### config.mk
export PLATFORM = sky130hd
export DESIGN_NAME = spi_regmaster
export DESIGN_NICKNAME = d
export VERILOG_FILES = /design/src/rtl/spi_rm_pkg.sv /design/src/rtl/spi_rm_fifo.sv /design/src/rtl/spi_rm_datapath.sv /design/src/rtl/spi_rm_ctrl.sv /design/src/rtl/spi_regmaster.sv
export SDC_FILE = /design/constraint.sdc
export NUM_CORES = 2
export LEC_CHECK = 0
export BUFFER_PORTS_ARGS = -buffer_cell sky130_fd_sc_hd__buf_4
export CAP_MARGIN = 40
export CORE_ASPECT_RATIO = 2
export CORE_UTILIZATION = 45
export CTS_CLUSTER_DIAMETER = 40
export DETAILED_ROUTE_END_ITERATION = 6
export PLACE_DENSITY = 0.69
export SYNTH_ARGS = -nofsm -noshare
export SYNTH_HDL_FRONTEND = slang
export SYNTH_SLANG_ARGS = --single-unit
export TNS_END_PERCENT = 100
### constraint.sdc
create_clock -name clk -period 8.8 [get_ports clk]
set_input_delay 1.32 -clock clk [delete_from_list [all_inputs] [get_ports clk]]
set_output_delay 1.32 -clock clk [all_outputs]
set_load 0.1 [all_outputs]
### src/rtl/spi_rm_pkg.sv
package spi_rm_pkg;

  localparam int BAUD_W  = 3;
  localparam int DIV_W   = (1 << BAUD_W) - 1;
  localparam int CS_W    = 4;
  localparam int GAP_W   = 8;
  localparam int IRQ_W   = 7;
  localparam int BYTE_W  = 8;

  localparam logic [5:0] A_CTRL  = 6'h00;
  localparam logic [5:0] A_STAT  = 6'h04;
  localparam logic [5:0] A_MSET  = 6'h08;
  localparam logic [5:0] A_MCLR  = 6'h0C;
  localparam logic [5:0] A_MASK  = 6'h10;
  localparam logic [5:0] A_ENA   = 6'h14;
  localparam logic [5:0] A_GAP   = 6'h18;
  localparam logic [5:0] A_TXD   = 6'h1C;
  localparam logic [5:0] A_RXD   = 6'h20;

  typedef enum logic [1:0] {ENG_IDLE, ENG_SHIFT, ENG_GAP} engState_t;

  // strobes from control to datapath
  typedef struct packed {
    logic              txPush;
    logic              rxPop;
    logic [BYTE_W-1:0] txByte;
  } strobe_t;

  // static configuration from control to datapath
  typedef struct packed {
    logic              run;
    logic              cpol;
    logic              cpha;
    logic [BAUD_W-1:0] baud;
    logic [GAP_W-1:0]  gap;
    logic [CS_W-1:0]   csSel;
  } cfg_t;

  // conditions reported by the datapath
  typedef struct packed {
    logic              txFull;
    logic              txEmpty;
    logic              rxFull;
    logic              rxEmpty;
    logic              byteDone;
    logic              rxDrop;
    logic [BYTE_W-1:0] rxHead;
  } dpStat_t;

endpackage

### src/rtl/spi_rm_fifo.sv
module spi_rm_fifo #(
  parameter int WIDTH = 8,
  parameter int DEPTH = 128
) (
  input  logic             clk,
  input  logic             rstN,
  input  logic             push,
  input  logic [WIDTH-1:0] din,
  input  logic             pop,
  output logic [WIDTH-1:0] dout,
  output logic             full,
  output logic             empty
);
  localparam int PTR_W = $clog2(DEPTH);
  localparam int CNT_W = $clog2(DEPTH + 1);

  logic [WIDTH-1:0] mem [DEPTH];
  logic [PTR_W-1:0] wrPtr, rdPtr;
  logic [CNT_W-1:0] cnt;
  logic             doPush, doPop;

  function automatic logic [PTR_W-1:0] bump(input logic [PTR_W-1:0] p);
    return (p == PTR_W'(DEPTH - 1)) ? '0 : p + 1'b1;
  endfunction

  assign full   = (cnt == CNT_W'(DEPTH));
  assign empty  = (cnt == '0);
  assign doPush = push && !full;
  assign doPop  = pop && !empty;
  assign dout   = mem[rdPtr];

  always_ff @(posedge clk) begin
    if (doPush) mem[wrPtr] <= din;
  end

  always_ff @(posedge clk) begin
    if (!rstN) begin
      wrPtr <= '0;
      rdPtr <= '0;
      cnt   <= '0;
    end else begin
      if (doPush) wrPtr <= bump(wrPtr);
      if (doPop)  rdPtr <= bump(rdPtr);
      case ({doPush, doPop})
        2'b10:   cnt <= cnt + 1'b1;
        2'b01:   cnt <= cnt - 1'b1;
        default: ;
      endcase
    end
  end


  fifo_drop_chk: assert property (@(posedge clk) disable iff (!rstN)
    (push && full && !pop) |=> full);


  fifo_empty_chk: assert property (@(posedge clk) disable iff (!rstN)
    (pop && empty && !push) |=> empty);

endmodule

### src/rtl/spi_rm_datapath.sv
module spi_rm_datapath
  import spi_rm_pkg::*;
#(
  parameter int FIFO_DEPTH = 128,
  parameter int NUM_SS     = 3
) (
  input  logic              clk,
  input  logic              rstN,
  input  strobe_t           stb,
  input  cfg_t              cfg,
  input  logic              miso,
  output dpStat_t           st,
  output logic              sclk,
  output logic              mosi,
  output logic [NUM_SS-1:0] ssN
);
  localparam int EDGE_W = $clog2(2 * BYTE_W);
  localparam logic [EDGE_W-1:0] LAST_EDGE = EDGE_W'(2 * BYTE_W - 1);

  engState_t         state;
  logic [DIV_W-1:0]  divCnt, halfLast;
  logic [EDGE_W-1:0] edgeIdx;
  logic              tog, mosiReg;
  logic [BYTE_W-1:0] txSh, rxSh, txHead, rxByte;
  logic [GAP_W-1:0]  gapCnt;
  logic              txFull, txEmpty, rxFull, rxEmpty;
  logic              startNow, edgeNow, leading, sampleNow, shiftNow, lastEdge;

  spi_rm_fifo #(.WIDTH(BYTE_W), .DEPTH(FIFO_DEPTH)) txQ (
    .clk(clk), .rstN(rstN), .push(stb.txPush), .din(stb.txByte),
    .pop(startNow), .dout(txHead), .full(txFull), .empty(txEmpty));

  spi_rm_fifo #(.WIDTH(BYTE_W), .DEPTH(FIFO_DEPTH)) rxQ (
    .clk(clk), .rstN(rstN), .push(lastEdge), .din(rxByte),
    .pop(stb.rxPop), .dout(st.rxHead), .full(rxFull), .empty(rxEmpty));

  assign halfLast  = DIV_W'((32'd1 << cfg.baud) - 32'd1);
  assign startNow  = (state == ENG_IDLE) && cfg.run && !txEmpty;
  assign edgeNow   = (state == ENG_SHIFT) && cfg.run && (divCnt == halfLast);
  assign leading   = !edgeIdx[0];
  assign sampleNow = edgeNow && (leading ^ cfg.cpha);
  assign shiftNow  = edgeNow && !(leading ^ cfg.cpha) && (edgeIdx != LAST_EDGE);
  assign lastEdge  = edgeNow && (edgeIdx == LAST_EDGE);
  assign rxByte    = cfg.cpha ? {rxSh[BYTE_W-2:0], miso} : rxSh;

  always_ff @(posedge clk) begin
    if (!rstN) begin
      state   <= ENG_IDLE;
      divCnt  <= '0;
      edgeIdx <= '0;
      tog     <= 1'b0;
      mosiReg <= 1'b0;
      txSh    <= '0;
      rxSh    <= '0;
      gapCnt  <= '0;
    end else begin
      case (state)
        ENG_IDLE: begin
          if (startNow) begin
            state   <= ENG_SHIFT;
            divCnt  <= '0;
            edgeIdx <= '0;
            tog     <= 1'b0;
            mosiReg <= txHead[BYTE_W-1];
            txSh    <= cfg.cpha ? txHead : {txHead[BYTE_W-2:0], 1'b0};
          end
        end
        ENG_SHIFT: begin
          if (!cfg.run) begin
            state <= ENG_IDLE;
            tog   <= 1'b0;
          end else if (edgeNow) begin
            divCnt  <= '0;
            tog     <= !tog;
            edgeIdx <= edgeIdx + 1'b1;
            if (sampleNow) rxSh <= {rxSh[BYTE_W-2:0], miso};
            if (shiftNow) begin
              mosiReg <= txSh[BYTE_W-1];
              txSh    <= {txSh[BYTE_W-2:0], 1'b0};
            end
            if (lastEdge) begin
              if (cfg.gap != '0) begin
                state  <= ENG_GAP;
                gapCnt <= cfg.gap - 1'b1;
              end else begin
                state <= ENG_IDLE;
              end
            end
          end else begin
            divCnt <= divCnt + 1'b1;
          end
        end
        ENG_GAP: begin
          if (!cfg.run || gapCnt == '0) state <= ENG_IDLE;
          else gapCnt <= gapCnt - 1'b1;
        end
        default: state <= ENG_IDLE;
      endcase
    end
  end

  assign sclk = cfg.cpol ^ tog;
  assign mosi = mosiReg;

  // priority decode of the active-low select field
  for (genvar k = 0; k < NUM_SS; k++) begin : g_ss
    if (k == 0) begin : g_first
      assign ssN[k] = cfg.csSel[0];
    end else begin : g_rest
      assign ssN[k] = !(!cfg.csSel[k] && (&cfg.csSel[k-1:0]));
    end
  end

  assign st.txFull   = txFull;
  assign st.txEmpty  = txEmpty;
  assign st.rxFull   = rxFull;
  assign st.rxEmpty  = rxEmpty;
  assign st.byteDone = lastEdge;
  assign st.rxDrop   = lastEdge && rxFull;


  run_gate_chk: assert property (@(posedge clk) disable iff (!rstN)
    (state == ENG_SHIFT && !cfg.run) |=> (state == ENG_IDLE));


  no_start_chk: assert property (@(posedge clk) disable iff (!rstN)
    (state == ENG_IDLE && !cfg.run) |=> (state == ENG_IDLE));

endmodule

### src/rtl/spi_rm_ctrl.sv
module spi_rm_ctrl
  import spi_rm_pkg::*;
(
  input  logic        clk,
  input  logic        rstN,
  input  logic        wrEn,
  input  logic        rdEn,
  input  logic [5:0]  addr,
  input  logic [31:0] wdata,
  output logic [31:0] rdata,
  input  dpStat_t     dp,
  output strobe_t     stb,
  output cfg_t        cfg,
  output logic        irq
);
  logic              master, cpol, cpha, manCs, manStart, enBit;
  logic [BAUD_W-1:0] baud;
  logic [CS_W-1:0]   csSel;
  logic [GAP_W-1:0]  gapReg;
  logic [IRQ_W-1:0]  maskReg, statusVec;
  logic              txOvf, doneFlag, rxOvf;
  logic [31:0]       ctrlWord;
  logic              wrCtrl, wrStat, wrMset, wrMclr, wrEna, wrGap;

  assign wrCtrl = wrEn && (addr == A_CTRL);
  assign wrStat = wrEn && (addr == A_STAT);
  assign wrMset = wrEn && (addr == A_MSET);
  assign wrMclr = wrEn && (addr == A_MCLR);
  assign wrEna  = wrEn && (addr == A_ENA);
  assign wrGap  = wrEn && (addr == A_GAP);

  assign stb.txPush = wrEn && (addr == A_TXD);
  assign stb.txByte = wdata[BYTE_W-1:0];
  assign stb.rxPop  = rdEn && (addr == A_RXD);

  always_ff @(posedge clk) begin
    if (!rstN) begin
      master   <= 1'b0;
      cpol     <= 1'b0;
      cpha     <= 1'b0;
      baud     <= '0;
      csSel    <= '1;
      manCs    <= 1'b0;
      manStart <= 1'b0;
      enBit    <= 1'b0;
      gapReg   <= '0;
      maskReg  <= '0;
    end else begin
      if (wrCtrl) begin
        master   <= wdata[0];
        cpol     <= wdata[1];
        cpha     <= wdata[2];
        baud     <= wdata[5:3];
        csSel    <= wdata[13:10];
        manCs    <= wdata[14];
        manStart <= wdata[15];
      end
      if (wrEna) enBit  <= wdata[0];
      if (wrGap) gapReg <= wdata[GAP_W-1:0];
      if (wrMset) maskReg <= maskReg | wdata[IRQ_W-1:0];
      else if (wrMclr) maskReg <= maskReg & ~wdata[IRQ_W-1:0];
    end
  end

  // sticky bits: a new event wins over a same-cycle clear
  always_ff @(posedge clk) begin
    if (!rstN) begin
      txOvf    <= 1'b0;
      doneFlag <= 1'b0;
      rxOvf    <= 1'b0;
    end else begin
      if (stb.txPush && dp.txFull) txOvf <= 1'b1;
      else if (wrStat && wdata[0]) txOvf <= 1'b0;
      if (dp.byteDone) doneFlag <= 1'b1;
      else if (wrStat && wdata[1]) doneFlag <= 1'b0;
      if (dp.rxDrop) rxOvf <= 1'b1;
      else if (wrStat && wdata[6]) rxOvf <= 1'b0;
    end
  end

  assign statusVec = {rxOvf, dp.rxFull, !dp.rxEmpty, dp.txFull, !dp.txFull, doneFlag, txOvf};
  assign irq       = |(statusVec & maskReg);
  assign ctrlWord  = {16'd0, manStart, manCs, csSel, 4'd0, baud, cpha, cpol, master};

  always_comb begin
    case (addr)
      A_CTRL:  rdata = ctrlWord;
      A_STAT:  rdata = {25'd0, statusVec};
      A_MASK:  rdata = {25'd0, maskReg};
      A_ENA:   rdata = {31'd0, enBit};
      A_GAP:   rdata = {24'd0, gapReg};
      A_RXD:   rdata = dp.rxEmpty ? 32'd0 : {24'd0, dp.rxHead};
      default: rdata = 32'd0;
    endcase
  end

  assign cfg.run   = enBit && master;
  assign cfg.cpol  = cpol;
  assign cfg.cpha  = cpha;
  assign cfg.baud  = baud;
  assign cfg.gap   = gapReg;
  assign cfg.csSel = csSel;


  txovf_rise_chk: assert property (@(posedge clk) disable iff (!rstN)
    $rose(txOvf) |-> $past(stb.txPush && dp.txFull));


  mask_clear_chk: assert property (@(posedge clk) disable iff (!rstN)
    (wrMclr && wdata[IRQ_W-1:0] == '1) |=> !irq);

endmodule

### src/rtl/spi_regmaster.sv
module spi_regmaster
  import spi_rm_pkg::*;
#(
  parameter int FIFO_DEPTH = 128,
  parameter int NUM_SS     = 3
) (
  input  logic              clk,
  input  logic              rstN,
  input  logic              wrEn,
  input  logic              rdEn,
  input  logic [5:0]        addr,
  input  logic [31:0]       wdata,
  output logic [31:0]       rdata,
  output logic              sclk,
  output logic              mosi,
  input  logic              miso,
  output logic [NUM_SS-1:0] ssN,
  output logic              irq
);
  strobe_t stb;
  cfg_t    cfg;
  dpStat_t dpSt;

  spi_rm_ctrl ctrl (
    .clk(clk), .rstN(rstN), .wrEn(wrEn), .rdEn(rdEn), .addr(addr),
    .wdata(wdata), .rdata(rdata), .dp(dpSt), .stb(stb), .cfg(cfg), .irq(irq));

  spi_rm_datapath #(.FIFO_DEPTH(FIFO_DEPTH), .NUM_SS(NUM_SS)) dpath (
    .clk(clk), .rstN(rstN), .stb(stb), .cfg(cfg), .miso(miso),
    .st(dpSt), .sclk(sclk), .mosi(mosi), .ssN(ssN));


  ss_onehot_chk: assert property (@(posedge clk) disable iff (!rstN)
    $onehot0(~ssN));

endmodule

Word-level counts from Yosys, hierarchy flattened. Memories as Yosys holds them, arrays and structs flattened. A register that Yosys moved wholly into a read port is not among the register bits. Cells that the tools add are included.

Register bits after elaboration: 114. Latch bits: 0. Memory bits (writable): 2048. Memory bits (read-only): 0. Input bits: 43. Output and inout bits: 38. Logic and storage cells: 207. Memories: 2.

$add $sub $neg: 13. $mul: 0. Divide/modulo/power cells: 0. Magnitude comparators: 0. Equal/unequal tests: 33. Shift operators: 1. Muxes and demuxes: 61. Bitwise gates (word level): 6. Reductions and logical operators: 64.

Memory list: dpath.rxQ.mem (depth 128, width 8, read ports 1, clocked after memory_dff 1, write ports 1, line spi_rm_fifo.sv:17) `logic [WIDTH-1:0] mem [DEPTH];`; dpath.txQ.mem (depth 128, width 8, read ports 1, clocked after memory_dff 1, write ports 1, line spi_rm_fifo.sv:17).

Operator list (number): 32-bit one-hot mux with 6 select lines (1); 8-bit two-way mux (12); 7-bit two-way mux (13); 8-bit one-hot mux with 2 select lines (4); 7-bit by 1-bit adder with 7-bit output, second input constant (5); 8-bit by 1-bit subtractor with 8-bit output, second input constant (4); 7-bit equality test, second input constant (4); 1-bit logical AND (28); 6-bit by 5-bit equality test with 1-bit output, second input constant (4); 8-bit logical NOT (3); 1-bit two-way mux (17); 8-bit by 1-bit adder with 8-bit output, second input constant (2); 8-bit equality test, second input constant (2); 2-bit nonzero test (8); 7-bit bitwise AND (2); 7-bit one-hot mux with 2 select lines (1); 6-bit by 4-bit equality test with 1-bit output, second input constant (2); 1-bit logical NOT (12); 2-bit two-way mux (6); 4-bit two-way mux (3); 4-bit AND reduction (3); 2-bit by 1-bit != test with 1-bit output, second input constant (5); 4-bit one-hot mux with 2 select lines (1); 8-bit nonzero test (1); 25 further kinds (35).

Logic depth before layout (Yosys ltp).
Depth after elaboration: 10. Gate-level depth with buffers: 20. Depth with buffers taken out: 16.

Cells and area by module. From an unflattened synthesis, not the netlist that was laid out.

Cell total of the unflattened synthesis: 4776. Area total of the unflattened synthesis: 86491.7 sq um.

By module, submodules not included: spi_rm_fifo at dpath.txQ (times used 1, cells an instance 2096, area each 40965.5 sq um, seq. area each 31330.0 sq um); spi_rm_fifo at dpath.rxQ (times used 1, cells an instance 2106, area each 40870.4 sq um, seq. area each 31330.0 sq um); spi_rm_datapath (times used 1, cells an instance 328, area each 2690.1 sq um, seq. area each 780.7 sq um); spi_rm_ctrl (times used 1, cells an instance 246, area each 1965.6 sq um, seq. area each 620.6 sq um).

Worst setup path after synthesis. Ideal clock, no wire load.

Kind: input port to output port. Start: input port addr[1]. End: output port rdata[1]. Data arrival time: 3.498 ns. Data required time: 7.480 ns. Setup slack: 3.982 ns. Stages on the path: 6. Path buffers: 1. Cell sequence: nor2_1 nand2_1 nor4b_1 clkbuf_1 a22oi_1 nand3_1.

Longest elaborated chain between the ends: 2. Elaborated cells between the ends (all ways): 7. Those cells by class: 5 x eq/ne; 1 x mux; 1 x reduce/logical.

Ends and longest elaborated chain: start: declaration (line spi_regmaster.sv:11) `input logic [5:0] addr,`; 6-bit equality test (tied with other cells) (line spi_rm_ctrl.sv:86) `case (addr)`; 32-bit one-hot mux with 6 select lines * (line spi_rm_ctrl.sv:86); end: declaration (line spi_regmaster.sv:13) `output logic [31:0] rdata,`.

Every way passes the cells marked *; elsewhere a longest branch is shown, timed or not.

==> results.json <==
{
  "placed_cells": 6793,
  "netlist_area_sq_mm": 0.0862,
  "required_ps": 7480,
  "initial_utilization_pct": 45.4,
  "finalSetupViolations": 0,
  "hold_buffers": 0,
  "dp_hpwl_um": 133000,
  "top_usage_layer": "met2",
  "worst_path_largest_cell_delay_ps": 690,
  "holdWs_ps": 455,
  "critPathLaunchType": "register",
  "critPathTopFamily": "multiplexers",
  "worst_pin_slew_ps": 1070,
  "met2_usage_pct": 39.7,
  "antenna_found_initial": 2,
  "wire_per_inst_um": 28.8,
  "tns_ps": 0,
  "period_minus_slack_ps": 6430,
  "final_common_cell": "edfxtp_1",
  "synth_flop_cell": "edfxtp_1",
  "cp_data_arrival_time_ps": 5110,
  "ctsResizeCount": 0,
  "clockBufferDepth": 4,
  "synth_cells": 4372,
  "utilization_pct": 50.2,
  "path_cells": "buf_4, buf_4, mux4_2, mux4_2, mux4_2, a22oi_1, o2111ai_1, buf_4",
  "grt_max_degree": 132,
  "area_growth_pct": 10.6,
  "rsz0062_at_grt": "no",
  "ioPinCount": 81,
  "vias_per_cell": 5.97,
  "numCtsBuffers": 183,
  "cts.sinks": 2176,
  "synth.distinct_cells": 76,
  "met1_usage_pct": 22.4,
  "slew_headroom_pct": 28.7,
  "synth_edf_count": 2048,
  "outcome": "complete, but fails checks",
  "rows": 226,
  "hold_viol": 0,
  "cts_tree": "built",
  "grt_use_met3_pct": 2.37,
  "routed_wirelength_um": 205000,
  "reg2reg_from": "ctrl.baud[1]",
  "path_clk_slew_ps": 70,
  "grt_use_total_pct": 21.2,
  "hold-path-cell-count": 2,
  "irDropWorstVdd_v": 0.000145,
  "pwr_density_cell_mw_per_mm2": 202,
  "synth_seq_area_share_pct": 74.3,
  "dr.pass1.iters": 7,
  "r2r_end": "dpath.rxQ.cnt[6]",
  "worstSetupEndpointType": "primary output",
  "vias": 42500,
  "hold_start": "ctrl.manStart",
  "coreArea_sq_mm": 0.190,
  "reg2reg_depth": 16,
  "ant_nets": 0,
  "crit_path_max_fanout": 36,
  "port_buffers": 44,
  "whs_endpoint": "ctrl.manStart",
  "grt_pass1_vias": 43800,
  "final_cell_mix": "2048 x edfxtp_1, 565 x mux4_2, 365 x nor2_1",
  "chipHeight_um": 621,
  "die_area_sq_mm": 0.193,
  "instances_no_fill": 7117,
  "hold_class": "register to register",
  "crit_type": "register to primary output",
  "route.detailed.drc": 9,
  "maxCapViolations": 0,
  "p_leak_nw": 28.5,
  "post_cts_buffers": 0,
  "async_flop_share_pct": 0,
  "finalCritPeriodShare_pct": 73.1,
  "clk_latency_ps": 830,
  "slowest_stage": "buf_4",
  "overflow": 0,
  "fmax_mhz": 155,
  "gp_congestion": 0.887,
  "ys_warn_count": 0,
  "skew_ps": 75.2,
  "grt_pass1_wl_um": 299000,
  "place_area_sq_mm": 0.0896,
  "h-tree-depth": 4,
  "slew_viol_final": 0,
  "rrSetupSlack_ps": 3500,
  "fp.dieW_um": 311,
  "nets": 4533,
  "avgSynthCellArea_sq_um": 19.7,
  "fin_area_sq_mm": 0.0953,
  "cts_root_buf": "clkbuf_16",
  "ys_ff_latch": 2176,
  "worst-path-buf-inv": 3,
  "violations": "design-rule violations",
  "drt_iter0_drc": 4111,
  "layout-drive-gt1-share_pct": 21.9
}
## worst reg2reg max path: cells and delay by family, from the launching register on
family | cells | cell delay (ps)
flip-flops | 1 | 580
AO/OA/AOI/OAI | 8 | 2240
XOR/XNOR | 1 | 210
adder cells (fa/ha/maj) | 2 | 610
AND/OR/NAND/NOR | 4 | 1330
buffers and inverters | 1 | 180
## cells in the mapped netlist, types with 15 or more instances
cell,instances,area share (%)
inv_1,18,0.078
edfxtp_1,2048,71
nand3_1,75,0.44
mux4_2,565,15
dfxtp_1,128,3.0
and2_1,25,0.18
nor3_1,27,0.16
mux2i_1,116,1.3
o211ai_1,15,0.13
buf_2,60,0.35
nor2_1,365,1.6
or3_1,19,0.14
nand2b_1,18,0.13
xor2_1,21,0.21
nor2b_1,33,0.24
a21oi_1,97,0.56
o21ai_0,41,0.24
clkbuf_1,105,0.46
ha_1,17,0.25
buf_1,32,0.14
nand2_1,163,0.71
mux2_2,16,0.21
a22oi_1,70,0.61
buf_4,55,0.48
## metrics by stage
| stage | power, mW | worst slack (ps) |
|---|---|---|
| floorplan | 11.5 | 3980 |
| global placement | 11.6 | 2540 |
| detailed placement | 11.6 | 3010 |
| CTS | 19.4 | 2270 |
| global route | 19.7 | 2170 |
| finish | 19.3 | 2370 |
## flip-flops by register name (all words and copies together), names as in the netlist, 4 cells and up, named ones only
name             flops
dpath.txSh           8
dpath.rxQ.cnt        8
dpath.txQ.cnt        8
dpath.gapCnt         8
ctrl.gapReg          8
dpath.txQ.mem     1024
dpath.txQ.rdPtr      7
dpath.rxQ.mem     1024
dpath.divCnt         7
dpath.txQ.wrPtr      7
ctrl.csSel           4
dpath.rxQ.wrPtr      7
dpath.rxSh           8
dpath.edgeIdx        4
dpath.rxQ.rdPtr      7
## per-layer routing
layer  up-vias  wire length [um]
met1     22500             67900
met2      1499            114000
met5         -                13
met4         2             14200
li1      18000                 -
met3       481              9120
## where the power goes
| group | leakage (nW) | internal [mW] | switching [mW] | total [mW] |
|---|---|---|---|---|
| clock network | 2.74 | 4.29 | 3.61 | 7.89 |
| registers | 19.7 | 11.2 | 0.00291 | 11.2 |
| logic | 6.01 | 0.0180 | 0.142 | 0.160 |
## cell type report
| class | instances | area, sq um |
|---|---|---|
| well taps | 2508 | 3140 |
| repair buffers | 159 | 1460 |
| clock inverters | 88 | 773 |
| inverters | 22 | 82.6 |
| clock buffers | 233 | 4880 |
| diodes | 1 | 2.50 |
| flip-flops and latches | 2176 | 64100 |
| fillers | 14900 | 94500 |
| multi-input cells | 1930 | 20800 |
## worst max-delay path by stage
stage / end / slack, ps / depth (start not counted)
after global routing: rdata[5] / 2170 / 8
after global placement: dpath.rxQ.cnt[7] / 2540 / 14
final: rdata[5] / 2370 / 8
after detailed placement: dpath.rxQ.cnt[6] / 3010 / 17
after floorplan: rdata[1] / 3980 / 6
after CTS: rdata[5] / 2270 / 8
## cell families (layout without fill, tap and decap cells)
kind of cell / after synthesis / count (layout) / synth area share (%)
AOI/OAI and AO/OA: 359 / 359 / 2.83
DFF: 2176 / 2176 / 74.3
buffers and inverters: 283 / 502 / 1.64
adders and majority gates: 18 / 18 / 0.270
xor gates and xnor gates: 35 / 35 / 0.356
muxes: 697 / 697 / 16.3
and+or+nand+nor: 803 / 803 / 4.24
other: 1 / 19 / 0.00435
Power figures use the tool's default switching activity.
